**src/rtl/psa_pkg.sv**
```systemverilog
package psa_pkg;

    // Default geometry of the packed operand.
    localparam int LANE_W_DEF = 16;
    localparam int LANES_DEF  = 4;
    localparam int CNT_W_DEF  = 2;

    // Outcome of the request seen in the previous cycle.
    typedef enum logic [1:0] {
        ST_IDLE  = 2'd0,
        ST_WRITE = 2'd1,
        ST_SKIP  = 2'd2,
        ST_FAULT = 2'd3
    } psa_state_t;

endpackage

```
**src/rtl/psa_lane.sv**
```systemverilog
module psa_lane #(
    parameter int LANE_W = 16,
    parameter int CNT_W  = 2
) (
    input  logic [LANE_W-1:0] elem_a,
    input  logic [LANE_W-1:0] elem_b,
    input  logic [CNT_W-1:0]  cnt,
    output logic [LANE_W-1:0] elem_res
);
    localparam int MAX_SH = (1 << CNT_W) - 1;
    localparam int EXT_W  = LANE_W + MAX_SH + 1;
    localparam int PAD_W  = EXT_W - LANE_W;

    logic signed [EXT_W-1:0] a_ext;
    logic signed [EXT_W-1:0] b_ext;
    logic signed [EXT_W-1:0] shifted;
    logic signed [EXT_W-1:0] sum;
    logic signed [EXT_W-1:0] lim_hi;
    logic signed [EXT_W-1:0] lim_lo;
    logic                    sh_over;
    logic [LANE_W-1:0]       sh_clamped;
    logic [LANE_W-1:0]       sum_clamped;

    always_comb begin
        a_ext   = {{PAD_W{elem_a[LANE_W-1]}}, elem_a};
        b_ext   = {{PAD_W{elem_b[LANE_W-1]}}, elem_b};
        lim_hi  = {{(PAD_W+1){1'b0}}, {(LANE_W-1){1'b1}}};
        lim_lo  = ~lim_hi;
        shifted = a_ext <<< cnt;
        sum     = shifted + b_ext;
    end

    // First stage: clamp the shifted value.
    always_comb begin
        sh_over = 1'b1;
        if (shifted > lim_hi) begin
            sh_clamped = lim_hi[LANE_W-1:0];
        end else if (shifted < lim_lo) begin
            sh_clamped = lim_lo[LANE_W-1:0];
        end else begin
            sh_clamped = shifted[LANE_W-1:0];
            sh_over    = 1'b0;
        end
    end

    // Second stage: clamp the sum.
    always_comb begin
        if (sum > lim_hi) begin
            sum_clamped = lim_hi[LANE_W-1:0];
        end else if (sum < lim_lo) begin
            sum_clamped = lim_lo[LANE_W-1:0];
        end else begin
            sum_clamped = sum[LANE_W-1:0];
        end
    end

    // A saturated shift overrides the add.
    assign elem_res = sh_over ? sh_clamped : sum_clamped;

endmodule

```
**src/rtl/psa_ctrl.sv**
```systemverilog
module psa_ctrl
    import psa_pkg::*;
#(
    parameter int CNT_W = 2
) (
    input  logic             clk,
    input  logic             rst_n,
    input  logic             req_valid,
    input  logic             pred,
    input  logic [CNT_W-1:0] shamt,
    output logic             wr_en,
    output logic             res_valid,
    output logic             bad_count
);
    psa_state_t state_q;
    psa_state_t state_d;

    // Next state: classify the incoming request.
    always_comb begin
        if (!req_valid) begin
            state_d = ST_IDLE;   // go_idle
        end else if (!pred) begin
            state_d = ST_SKIP;   // go_skip
        end else if (shamt == '0) begin
            state_d = ST_FAULT;  // go_fault
        end else begin
            state_d = ST_WRITE;  // go_write
        end
        wr_en = (state_d == ST_WRITE);
    end

    // State register.
    always_ff @(posedge clk or negedge rst_n) begin
        if (!rst_n) begin
            state_q <= ST_IDLE;
        end else begin
            state_q <= state_d;
        end
    end

    // Outputs.
    always_comb begin
        res_valid = 1'b0;
        bad_count = 1'b0;
        unique case (state_q)
            ST_IDLE:  ;
            ST_WRITE: res_valid = 1'b1;
            ST_SKIP:  ;
            ST_FAULT: bad_count = 1'b1;
            default:  ;
        endcase
    end

endmodule

```
**src/rtl/psa_unit.sv**
```systemverilog
module psa_unit
    import psa_pkg::*;
#(
    parameter int LANES  = LANES_DEF,
    parameter int LANE_W = LANE_W_DEF,
    parameter int CNT_W  = CNT_W_DEF,
    localparam int DATA_W = LANES * LANE_W
) (
    input  logic              clk,
    input  logic              rst_n,
    input  logic              req_valid,
    input  logic              pred,
    input  logic [CNT_W-1:0]  shamt,
    input  logic [DATA_W-1:0] src_a,
    input  logic [DATA_W-1:0] src_b,
    input  logic              tag_a,
    input  logic              tag_b,
    output logic [DATA_W-1:0] res_data,
    output logic              res_tag,
    output logic              res_valid,
    output logic              bad_count
);
    logic [DATA_W-1:0] lane_res;
    logic              wr_en;

    for (genvar g = 0; g < LANES; g++) begin : g_lane
        psa_lane #(
            .LANE_W (LANE_W),
            .CNT_W  (CNT_W)
        ) lane_i (
            .elem_a   (src_a[g*LANE_W +: LANE_W]),
            .elem_b   (src_b[g*LANE_W +: LANE_W]),
            .cnt      (shamt),
            .elem_res (lane_res[g*LANE_W +: LANE_W])
        );
    end

    psa_ctrl #(
        .CNT_W (CNT_W)
    ) ctrl_i (
        .clk       (clk),
        .rst_n     (rst_n),
        .req_valid (req_valid),
        .pred      (pred),
        .shamt     (shamt),
        .wr_en     (wr_en),
        .res_valid (res_valid),
        .bad_count (bad_count)
    );

    always_ff @(posedge clk or negedge rst_n) begin
        if (!rst_n) begin
            res_data <= '0;
            res_tag  <= 1'b0;
        end else if (wr_en) begin
            res_data <= lane_res;
            res_tag  <= tag_a | tag_b;
        end
    end

endmodule

```
**config.mk**
```make
export PLATFORM = sky130hd
export DESIGN_NAME = psa_unit
export DESIGN_NICKNAME = d
export VERILOG_FILES = /design/src/rtl/psa_pkg.sv /design/src/rtl/psa_lane.sv /design/src/rtl/psa_ctrl.sv /design/src/rtl/psa_unit.sv
export SDC_FILE = /design/constraint.sdc
export NUM_CORES = 1
export LEC_CHECK = 0
export BUFFER_PORTS_ARGS = -buffer_cell sky130_fd_sc_hd__buf_4
export CAP_MARGIN = 0
export CORE_ASPECT_RATIO = 0.5
export CORE_UTILIZATION = 40
export CTS_BUF_LIST = sky130_fd_sc_hd__clkbuf_2
export CTS_CLUSTER_SIZE = 16
export DETAILED_ROUTE_END_ITERATION = 12
export HOLD_SLACK_MARGIN = 0.02
export PLACE_DENSITY_LB_ADDON = 0.05
export SYNTH_ARGS = -nofsm -noshare
export SYNTH_HDL_FRONTEND = slang
export SYNTH_HIERARCHICAL = 1
export SYNTH_SLANG_ARGS = --single-unit
```
**constraint.sdc**
```tcl
create_clock -name clk -period 1.1 [get_ports clk]
set_input_delay 0 -clock clk [delete_from_list [all_inputs] [get_ports clk]]
set_output_delay 0 -clock clk [all_outputs]
set_load 0.005 [all_outputs]
```
Word-level counts from Yosys, hierarchy flattened
Cells that the tools add are included.
{"block": "totals", "ff_bits": 67, "latch_bits": 0, "mem_bits_rw": 0, "mem_bits_ro": 0, "input_bits": 136, "out_inout_bits": 67, "word_cells": 65, "n_memories": 0}
{"block": "op_classes", "n_addsub": 4, "multipliers": 0, "div_mod_pow": 0, "order_cmp": 16, "eq_ne": 3, "n_shift": 4, "n_mux": 33, "bitwise": 1, "n_reduce_logical": 1}
{"op": "$mux 16", "n": 20}
{"op": "$gt 20x16->1 const B", "n": 8}
{"op": "$lt 20x16->1 const B", "n": 8}
{"op": "$add 20x16->20", "n": 4}
{"op": "$sshl 16x2->20", "n": 4}
{"op": "$mux 1", "n": 10}
{"op": "$mux 2", "n": 3}
{"op": "$eq 2x1->1 const B", "n": 2}
{"op": "$eq 2x2->1 const B", "n": 1}
{"op": "$logic_not 2->1", "n": 1}
{"op": "$or 1x1->1", "n": 1}

Longest topological paths before layout
Gate-level depths: netlist of run 1.
{"block": "logic_depth", "ltp_word": 6, "mapped_depth": 16, "mapped_depth_nobuf": 14}

Modules after synthesis
Netlist of run 1, hierarchy kept.
{"mod": "psa_lane (g_lane[0].lane_i ...)", "n_inst": 3, "cells_per_inst": 215, "area_each_um2": 1666.6}
{"mod": "psa_unit", "n_inst": 1, "cells_per_inst": 139, "area_each_um2": 2568.7}
{"mod": "psa_lane (g_lane[1].lane_i)", "n_inst": 1, "cells_per_inst": 196, "area_each_um2": 1711.6}
{"mod": "psa_ctrl", "n_inst": 1, "cells_per_inst": 8, "area_each_um2": 90.1}

Least setup slack after synthesis of run 1
No wires, ideal clock.
{"block": "synth_timing", "kind": "input to register", "startpoint": "input port shamt[0]", "endpoint": "register res_data[21]", "setup_ps": 125, "arrival_time_ps": 3571, "required_time_ps": 975, "path_slack_ps": -2596, "stages": 14, "path_buffers": 3, "cell_sequence": "buf_2 clkbuf_1 mux4_2 ha_1 nand2_1 nor2_1 nand4_1 o41ai_4 o22ai_2 xnor2_2 o41ai_4 buf_6 o211ai_1 mux2_2"}
{"block": "synth_via", "elab_chain_cells": 6}
{"item": "start: declaration", "line": "psa_unit.sv:13", "text": "input logic [CNT_W-1:0] shamt,"}
{"item": "$sshl 16x2->20 *", "line": "psa_lane.sv:29", "text": "shifted = a_ext <<< cnt;"}
{"item": "$add 20x16->20", "line": "psa_lane.sv:30", "text": "sum = shifted + b_ext;"}
{"item": "$lt 20x16->1", "line": "psa_lane.sv:50", "text": "end else if (sum < lim_lo) begin"}
{"item": "$mux 16", "line": "psa_lane.sv:50"}
{"item": "$mux 16", "line": "psa_lane.sv:48", "text": "if (sum > lim_hi) begin"}
{"item": "$mux 16 *", "line": "psa_lane.sv:58", "text": "assign elem_res = sh_over ? sh_clamped : sum_clamped;"}
{"item": "net lane_res[21]", "line": "psa_unit.sv:23", "text": "logic [DATA_W-1:0] lane_res;"}
{"item": "end signal: assignment", "line": "psa_unit.sv:56", "text": "res_data <= lane_res;"}
{"item": "end: declaration", "line": "psa_unit.sv:18", "text": "output logic [DATA_W-1:0] res_data,"}
Mark *: on every way through the listed nets, which the timed path passes. The rest lies on a longest branch.
A chain may end at the register's enable or synchronous reset.

Worst setup path in the final report of run 1
{"block": "layout_timing", "startpoint": "input port shamt[0]", "endpoint": "register res_data[22]"}
The elaborated chain is that of the path after synthesis.

==> results_dict.tcl, run 1 <==
set metrics [dict create \
    pre_cts_ws_ns -2.44 \
    synthAdderAreaFrac 0.105 \
    violations "negative setup slack" \
    status "finished, violations left" \
    ys_types 66 \
    finClkSkew_ns 0 \
    final_antenna_net_count 0 \
    grt_pass1_vias 9858 \
    drc 0 \
    via_count 10100 \
    yosys_warnings 6 \
    synthMuxAreaShare 0.221 \
    slew_headroom 0.429 \
    syn_avg_cell_area_um2 9.48 \
    drt_iter0_markers 589 \
    clk_pin_slew_worst_paths_ns 0.20 \
    synth_top_family_by_area "compound AO/OA/AOI/OAI gates" \
    core_area_um2 22900 \
    crit_path_max_fanout 8 \
    grt-ovfl-total 0 \
    ys_ff_latch 67 \
    vias_per_cell 5.35 \
    worstPathArrival_ns 3.28 \
    multi_input_area_um2 8660 \
    nNetsFinal 1779 \
    setup_viol 67 \
    power.total_mw 19.8 \
    routed_wl_um 33100 \
    dr.pass1.iters 5 \
    power_density_nw_per_um2 1210 \
    grt_max_degree 50 \
    htreeDepth 3 \
    clk_path_buf_depth 2 \
    synth_xor_area_frac 0.0665 \
    irDropWorstVdd_v 0.000755 \
    synthSimpleGateAreaFrac 0.117 \
    hold_class "in -> reg" \
    dp_hpwl_um 25100 \
    seqCellArea_um2 1680 \
    synth-edff-count 0 \
    cts_buffers 9 \
    final_util 0.714 \
    rows 39 \
    holdWs_ns 0.0239 \
    leakagePower_nw 7.35 \
    syn_inst 988 \
    max_freq_mhz 347 \
    post-route-period-util 2.62 \
    tightest_slew_ns 0.857 \
    grt_usage 0.263 \
    required_ns 1.50 \
    tritoncts "yes" \
    max-cap-violations 0 \
    rsz0062_at_grt "yes" \
    root_buffer "clkbuf_2" \
    synth.net_count 1200 \
    cts.sinks 67 \
    grt_pass1_wl_um 50400 \
    startpoint_type "input port" \
    antenna_found_initial 0 \
    slew_violations 0 \
    n_antenna_cell 0 \
    area_growth_pct 74.5 \
    critPathKind "in -> reg" \
    final-hold-violation-count 0 \
    worst_slack_ns -1.78 \
    period_needed_ns 2.88 \
    io_buffers 202 \
    crit_path_end_kind "flip-flop" \
    chipWidth_um 218 \
    final.setup.tns_ns -108.89 \
    synthArstFlopShare 1.00 \
    clock_latency_ns 0.50 \
    syn-cell-area_um2 9370 \
    dieHeight_um 110 \
    dieArea_um2 24100 \
    place_congestion 0.865 \
    drt-wirelength-per-cell_um 17.6 \
    ys.flop_type "dfrtp_1" \
    num-fill-cells 1770 \
    drive_gt1_frac 0.609 \
    yosysSeqAreaShare 0.179 \
    initial_utilization 0.409 \
    pin_count 203 \
    synth_compound_area_frac 0.265 \
]
## timing repair
item                                    CTS  global route
pin swaps                                47            84
endpoints found under the hold margin    73             2
buffers inserted                         53            39
gates cloned                              7             2
hold buffers                              8             1
gates resized for setup                 148           161
endpoints found under the setup margin  113           151
## final timing paths
path                               from                end  slack [ns]  cells past startpoint
min in group asynchronous         rst_n  ctrl_i/state_q[1]        0.34                      3
min reg2reg                res_data[16]       res_data[16]        0.56                      1
max                            shamt[0]       res_data[22]       -1.78                     18
max in group asynchronous         rst_n        res_data[2]        0.20                      4
min                           src_b[32]       res_data[32]        0.02                      5
max reg2reg                res_data[37]       res_data[37]        0.04                      3
## cell usage after synthesis, types with 30 or more instances
| cell type | n | share of area |
|---|---|---|
| a21oi_1 | 101 | 0.054 |
| dfrtp_1 | 67 | 0.18 |
| ha_1 | 76 | 0.10 |
| inv_1 | 40 | 0.016 |
| mux2_2 | 30 | 0.036 |
| mux2_4 | 38 | 0.061 |
| mux2i_1 | 35 | 0.037 |
| mux4_2 | 36 | 0.087 |
| nand2_1 | 77 | 0.031 |
| nor2_1 | 48 | 0.019 |
| o21ai_0 | 64 | 0.034 |
| xnor2_1 | 36 | 0.034 |
## kinds of logic after synthesis
| kind of cell | count (synthesis) |
|---|---|
| simple gates | 221 |
| buf+inv | 84 |
| flops | 67 |
| mux | 139 |
| fa+ha+maj | 79 |
| compound gates | 332 |
| xor+xnor | 66 |
## power by group
group | leakage, nW | switching, mW | total [mW] | internal, mW
logic | 6.51 | 5.88 | 14.1 | 8.20
clock network | 0.0755 | 0.971 | 1.71 | 0.743
registers | 0.760 | 0.713 | 3.97 | 3.25
total | 7.35 | 7.57 | 19.8 | 12.2
## routing by layer
metal | global-route usage | routed length (um) | vias to the layer above
met5 | 0 | 0 | -
met4 | 0.0485 | 507 | 0
met3 | 0.0203 | 1320 | 37
met2 | 0.443 | 15600 | 225
met1 | 0.372 | 15700 | 4876
li1 | - | - | 4923
## cells in the final DEF, fill, tap and decap left out, drive strengths merged, types with 26 or more instances in the layout
cell type,netlist,layout
mux4,36,36
inv,40,40
o21ai,77,77
xor2,26,26
xnor2,40,40
ha,76,76
a21oi,103,103
o31ai,31,31
nand2,78,78
mux2i,35,35
dfrtp,67,67
nor2,48,48
o211ai,26,26
mux2,68,68
a31oi,27,27
buf,28,596
## state kept, by name, indices dropped and copies added, names as in the netlist
| signal | flops |
|---|---|
| res_data | 64 |
| res_tag | 1 |
| ctrl_i/state_q | 2 |
## final cells by class
class | instances | area share
multi-input combinational | 837 | 0.530
clock inverter | 7 | 0.00566
inverter | 43 | 0.00987
clock buffer | 9 | 0.00276
tap | 307 | 0.0235
timing repair buffer | 609 | 0.326
sequential | 67 | 0.103
## critical path, cell delays in order
cell	delay, ns
buf_12	0.09
buf_12	0.14
buf_12	0.13
mux4_2	0.53
ha_4	0.28
nand2_4	0.08
nor2_4	0.04
buf_4	0.12
buf_4	0.12
or3_1	0.35
o21ai_0	0.11
a21oi_2	0.07
xor2_2	0.18
o41ai_4	0.33
buf_4	0.19
buf_12	0.12
o211ai_1	0.10
mux2_4	0.27
## through the flow
stage	area [um^2]	instances
final	16300	1879
after global routing	16300	1879
after CTS	15300	1841
after detailed placement	13900	1758
after global placement	13900	1758
after floorplan	10000	988
Note: power is estimated with default switching activity, not from simulation.
==> inputs of run 2 (changes only) <==
- ABC_AREA: not set -> 1
- clock period: 1.1 -> 2.63 ns (I/O delays scaled with it)
==> results_dict.tcl, run 2 <==
set metrics [dict create \
    status "finished clean" \
    ys_ff_latch 67 \
    cts_buffers 9 \
    period_needed_ns 2.51 \
    layout.cells.non_filler 2318 \
    synthArstFlopShare 1.00 \
    nNetsFinal 2189 \
    fin_area_um2 14200 \
    leakagePower_nw 7.93 \
    via_count 11000 \
    yosys_warnings 6 \
    synthTopCellsByCount "nand2_1 (612), inv_1 (125), mux2i_1 (84)" \
    irDropWorstVdd_v 0.000210 \
    drt-wirelength-per-cell_um 13.8 \
    dpl_cell_area_um2 13500 \
    grt-ovfl-total 0 \
    grt_pass1_vias 10300 \
    hold_class "in -> reg" \
    worstPathArrival_ns 2.96 \
    final_antenna_net_count 0 \
    ys.flop_type "dfrtp_1" \
    hold_path_end "res_data[16]" \
    crit_path_max_fanout 8 \
    final_common_cell "nand2_1" \
    setup_viol 0 \
    crit_path_end_kind "flip-flop" \
    tritoncts "yes" \
    yosysSeqAreaShare 0.164 \
    yosys.area.top_type "nand2_1" \
    rows 40 \
    drt_iter0_markers 584 \
    reg_top3 "res_data (64), ctrl_i/state_q (2), res_tag (1)" \
    power_density_nw_per_um2 446 \
    synth_top_area_frac 0.225 \
    chipWidth_um 228 \
    clock_latency_ns 0.51 \
    dp_hpwl_um 25800 \
    timing.rr.start "res_data[22]" \
    largest_reg_flops 64 \
    htreeDepth 3 \
    startpoint_type "input port" \
    grt_usage 0.234 \
    syn-cell-area_um2 10200 \
    antenna_found_initial 1 \
    finClkSkew_ns 0 \
    synth.net_count 1765 \
    initial_utilization 0.416 \
    final.setup.tns_ns 0 \
    slew_headroom 0.430 \
    grt_pass1_wl_um 50600 \
    power.total_mw 6.33 \
    regMostFlops "res_data" \
    drc 0 \
    grt_max_degree 68 \
    root_buffer "clkbuf_2" \
    dieHeight_um 115 \
    area_growth_pct 39.0 \
    required_ns 3.08 \
    ff2ff_path_depth 2 \
    routed_wl_um 32100 \
    synth-edff-count 0 \
    reg2reg_to "res_data[22]" \
    dieArea_um2 26200 \
    tightest_slew_ns 0.854 \
    rrSetupSlack_ns 1.95 \
    place_inst 2280 \
    vias_per_cell 4.75 \
    ys_types 42 \
    num-fill-cells 2479 \
    clk_pin_slew_worst_paths_ns 0.17 \
    critPathKind "in -> reg" \
    cts.sinks 67 \
    clk_path_buf_depth 2 \
    yosysMostFrequentCell "nand2_1" \
    syn_avg_cell_area_um2 6.57 \
    core_area_um2 24500 \
    synthTopCellsByArea "nand2_1 (23%), dfrtp_1 (16%), ha_1 (9.3%)" \
    pin_count 203 \
    max_freq_mhz 398 \
    final-hold-violation-count 0 \
    io_buffers 202 \
    max-cap-violations 0 \
    final_util 0.579 \
    hold_depth 8 \
    dr.pass1.iters 6 \
    syn_inst 1553 \
    slew_violations 0 \
    min_from "src_b[16]" \
    layout_common_cells "nand2_1 (607), buf_4 (437), inv_1 (123)" \
    place_congestion 0.930 \
    post-route-period-util 0.954 \
    drive_gt1_frac 0.337 \
]
-- run 2: cell types whose count changed after synthesis, sizes merged, moves of 22 or more --
cell    change
nand2     +638
inv       +102
mux2       -68
mux2i      +49
nand3      +44
mux4       -36
a21oi      -35
o31ai      -27
xnor2      -24
o211ai     -22
-- run 2: through the flow --
stage / hold WS [ns] / setup slack (ns)
after floorplan: -0.296 / 0.0467
after global placement: 0.163 / -0.383
after detailed placement: 0.162 / -0.500
after CTS: 0.0365 / 0.0166
after global routing: 0.0944 / -0.0551
final: 0.0707 / 0.120
-- run 2: worst max-delay path by stage --
stage | slack [ns] | to | start
final | 0.12 | res_data[49] | src_a[63]
after detailed placement | -0.50 | res_data[3] | shamt[0]
after global routing | -0.06 | res_data[49] | src_a[63]
after CTS | 0.02 | res_data[49] | src_a[63]
after floorplan | 0.05 | res_data[25] | shamt[0]
after global placement | -0.38 | res_data[16] | shamt[0]
-- run 2: cells by family after synthesis --
logic type / share of synthesized area
AND/OR/NAND/NOR: 0.391
AO/OA/AOI/OAI: 0.119
buffers and inverters: 0.103
multiplexers: 0.0824
adder cells (fa/ha/maj): 0.0932
flip-flops: 0.164
XOR/XNOR: 0.0476
-- run 2: critical path: stages --
cell	delay, ns
dlygate4sd3_1	0.53
buf_4	0.15
inv_1	0.07
buf_4	0.11
nor2_1	0.03
inv_1	0.09
o21ai_2	0.08
ha_1	0.36
buf_4	0.17
nand3_2	0.08
nor2_1	0.06
nor2_1	0.16
nand3_1	0.10
nand2_1	0.07
nand2_1	0.08
nor2_2	0.14
nand3_4	0.14
nand2_8	0.13
nand2_1	0.07
nand2_1	0.06
nand2_1	0.05
nand2_1	0.10
nand2_1	0.06
nand2_1	0.09
-- run 2: where the power goes --
group	leakage [nW]	internal, mW	switching, mW
registers	0.827	1.23	0.133
clock network	0.0619	0.207	0.351
logic	7.04	2.05	2.36
-- run 2: cell type report --
class / count / area (um^2) / area share
diodes: 1 / 2.50 / 0.000176
well taps: 336 / 420 / 0.0296
repair buffers: 458 / 3600 / 0.254
multi-input cells: 1299 / 7830 / 0.552
flip-flops and latches: 67 / 1680 / 0.118
clock buffers: 10 / 50.0 / 0.00353
inverters: 142 / 563 / 0.0397
clock inverters: 5 / 45.0 / 0.00317
-- run 2: routing by layer --
| metal | vias up | GRT usage | part of all wire |
|---|---|---|---|
| met2 | 253 | 0.354 | 0.40 |
| met5 | - | 0 | 0 |
| met4 | 0 | 0.0412 | 0.011 |
| met1 | 4860 | 0.361 | 0.55 |
| met3 | 20 | 0.0211 | 0.041 |
| li1 | 5877 | - | - |
-- run 2: timing repair --
action                     in CTS  in global routing
hold buffers                   11                  0
setup buffers                   0                  4
setup endpoints to repair       0                 61
hold endpoints to repair       75                  0
resized for setup               0                 80
==> inputs of run 3 (changes only) <==
- clock period: 2.63 -> 3.1 ns (I/O delays scaled with it)
==> results_dict.tcl, run 3 (synthesized netlist as in run 2, its figures left out) <==
set metrics [dict create \
    status "finished clean" \
    routed_wl_um 28500 \
    clk_pin_slew_worst_paths_ns 0.18 \
    nNetsFinal 1966 \
    finClkSkew_ns 0 \
    critPathMaxStageDelay_ns 0.54 \
    grt_pass1_wl_um 46800 \
    max-cap-violations 0 \
    dieHeight_um 115 \
    period_needed_ns 2.78 \
    core_area_um2 24500 \
    layout_common_cells "nand2_1 (612), buf_4 (224), inv_1 (125)" \
    power_density_nw_per_um2 389 \
    via_count 10100 \
    critPathSlowestCell "dlygate4sd3_1" \
    setup_viol 0 \
    post_cts_buffers 0 \
    dr.pass1.iters 5 \
    final_common_cell "nand2_1" \
    drive_gt1_frac 0.226 \
    regMostFlops "res_data" \
    reg_top3 "res_data (64), ctrl_i/state_q (2), res_tag (1)" \
    place_congestion 0.915 \
    area_growth_pct 19.2 \
    critPathKind "in -> reg" \
    power.total_mw 4.73 \
    irDropWorstVdd_v 0.000223 \
    initial_utilization 0.416 \
    clk_path_buf_depth 2 \
    tightest_slew_ns 0.860 \
    slew_violations 0 \
    rsz0062_at_grt "no" \
    required_ns 3.58 \
    hold_class "in -> reg" \
    drt-wirelength-per-cell_um 13.6 \
    final-hold-violation-count 0 \
    layout.cells.non_filler 2096 \
    crit_path_end_kind "flip-flop" \
    rows 40 \
    final.setup.tns_ns 0 \
    final_antenna_net_count 0 \
    seqCellArea_um2 1680 \
    grt_pass1_vias 9502 \
    clock_latency_ns 0.53 \
    crit_path_max_fanout 15 \
    worstPathArrival_ns 3.26 \
    dieArea_um2 26200 \
    antenna_found_initial 1 \
    root_buffer "clkbuf_2" \
    max_freq_mhz 360 \
    num-fill-cells 2623 \
    io_buffers 202 \
    tritoncts "yes" \
    final_util 0.496 \
    place_inst 2067 \
    grt-ovfl-total 0 \
    htreeDepth 3 \
    drc 0 \
    vias_per_cell 4.80 \
    cts_buffers 9 \
    holdWs_ns 0.0627 \
    slew_headroom 0.427 \
    post-route-period-util 0.897 \
    largest_reg_flops 64 \
    dp_hpwl_um 23900 \
    grt_max_degree 68 \
    startpoint_type "input port" \
    leakagePower_nw 6.84 \
    grt_usage 0.217 \
    drt_iter0_markers 706 \
    cts.sinks 67 \
    chipWidth_um 228 \
    cpMostUsedCell "nand2_1" \
    pin_count 203 \
    multi_input_area_um2 7490 \
]
==> run 3: cell type report <==
class	instances	share of cell area
clock buffers	9	0.00370
repair buffers	240	0.155
flip-flops and latches	67	0.138
diodes	1	0.000206
inverters	142	0.0463
multi-input cells	1294	0.616
clock inverters	7	0.00679
well taps	336	0.0346
==> run 3: worst paths after layout <==
check                                   from      endpoint  slack (ns)  cells past startpoint
min in group asynchronous              rst_n  res_data[48]        0.09                      2
worst max-delay path               src_a[47]  res_data[32]        0.32                     25
worst max register to register  res_data[48]  res_data[48]        2.45                      2
max in group asynchronous              rst_n  res_data[15]        2.45                      2
worst min-delay path                src_b[0]   res_data[0]        0.06                      8
worst min register to register  res_data[42]  res_data[42]        0.50                      2
==> run 3: power breakdown <==
part / total, mW / switching [mW] / internal (mW) / leakage, nW
clock: 0.578 / 0.321 / 0.258 / 0.0805
combinational: 3.00 / 1.77 / 1.23 / 5.93
sequential: 1.15 / 0.104 / 1.05 / 0.827
==> run 3: metrics by stage <==
| step | cell area (um^2) | setup slack, ns |
|---|---|---|
| 2_1_floorplan | 10200 | 0.245 |
| 3_3_place_gp | 11900 | 0.0853 |
| 3_5_place_dp | 11900 | 0.0464 |
| 4_1_cts | 12200 | 0.299 |
| 5_1_grt | 12200 | 0.0315 |
| 6_report | 12200 | 0.321 |
==> run 3: metal layers <==
metal	up-vias	global-route usage	share of wire
li1	5411	-	-
met1	4394	0.335	0.55
met2	246	0.324	0.39
met3	19	0.0184	0.042
met4	0	0.0434	0.011
met5	-	0	0
==> run 3: what timing repair did <==
action                                  CTS  global route
endpoints found under the setup margin    0             8
endpoints found under the hold margin    76             0
gates resized for setup                   0             1
hold buffers                             12             0
==> run 3: worst max-delay path: cells and delay by family <==
family,cells,cell delay (ns)
AND/OR/NAND/NOR,17,1.66
buffers and inverters,5,0.99
adder cells (fa/ha/maj),1,0.37
AO/OA/AOI/OAI,2,0.22
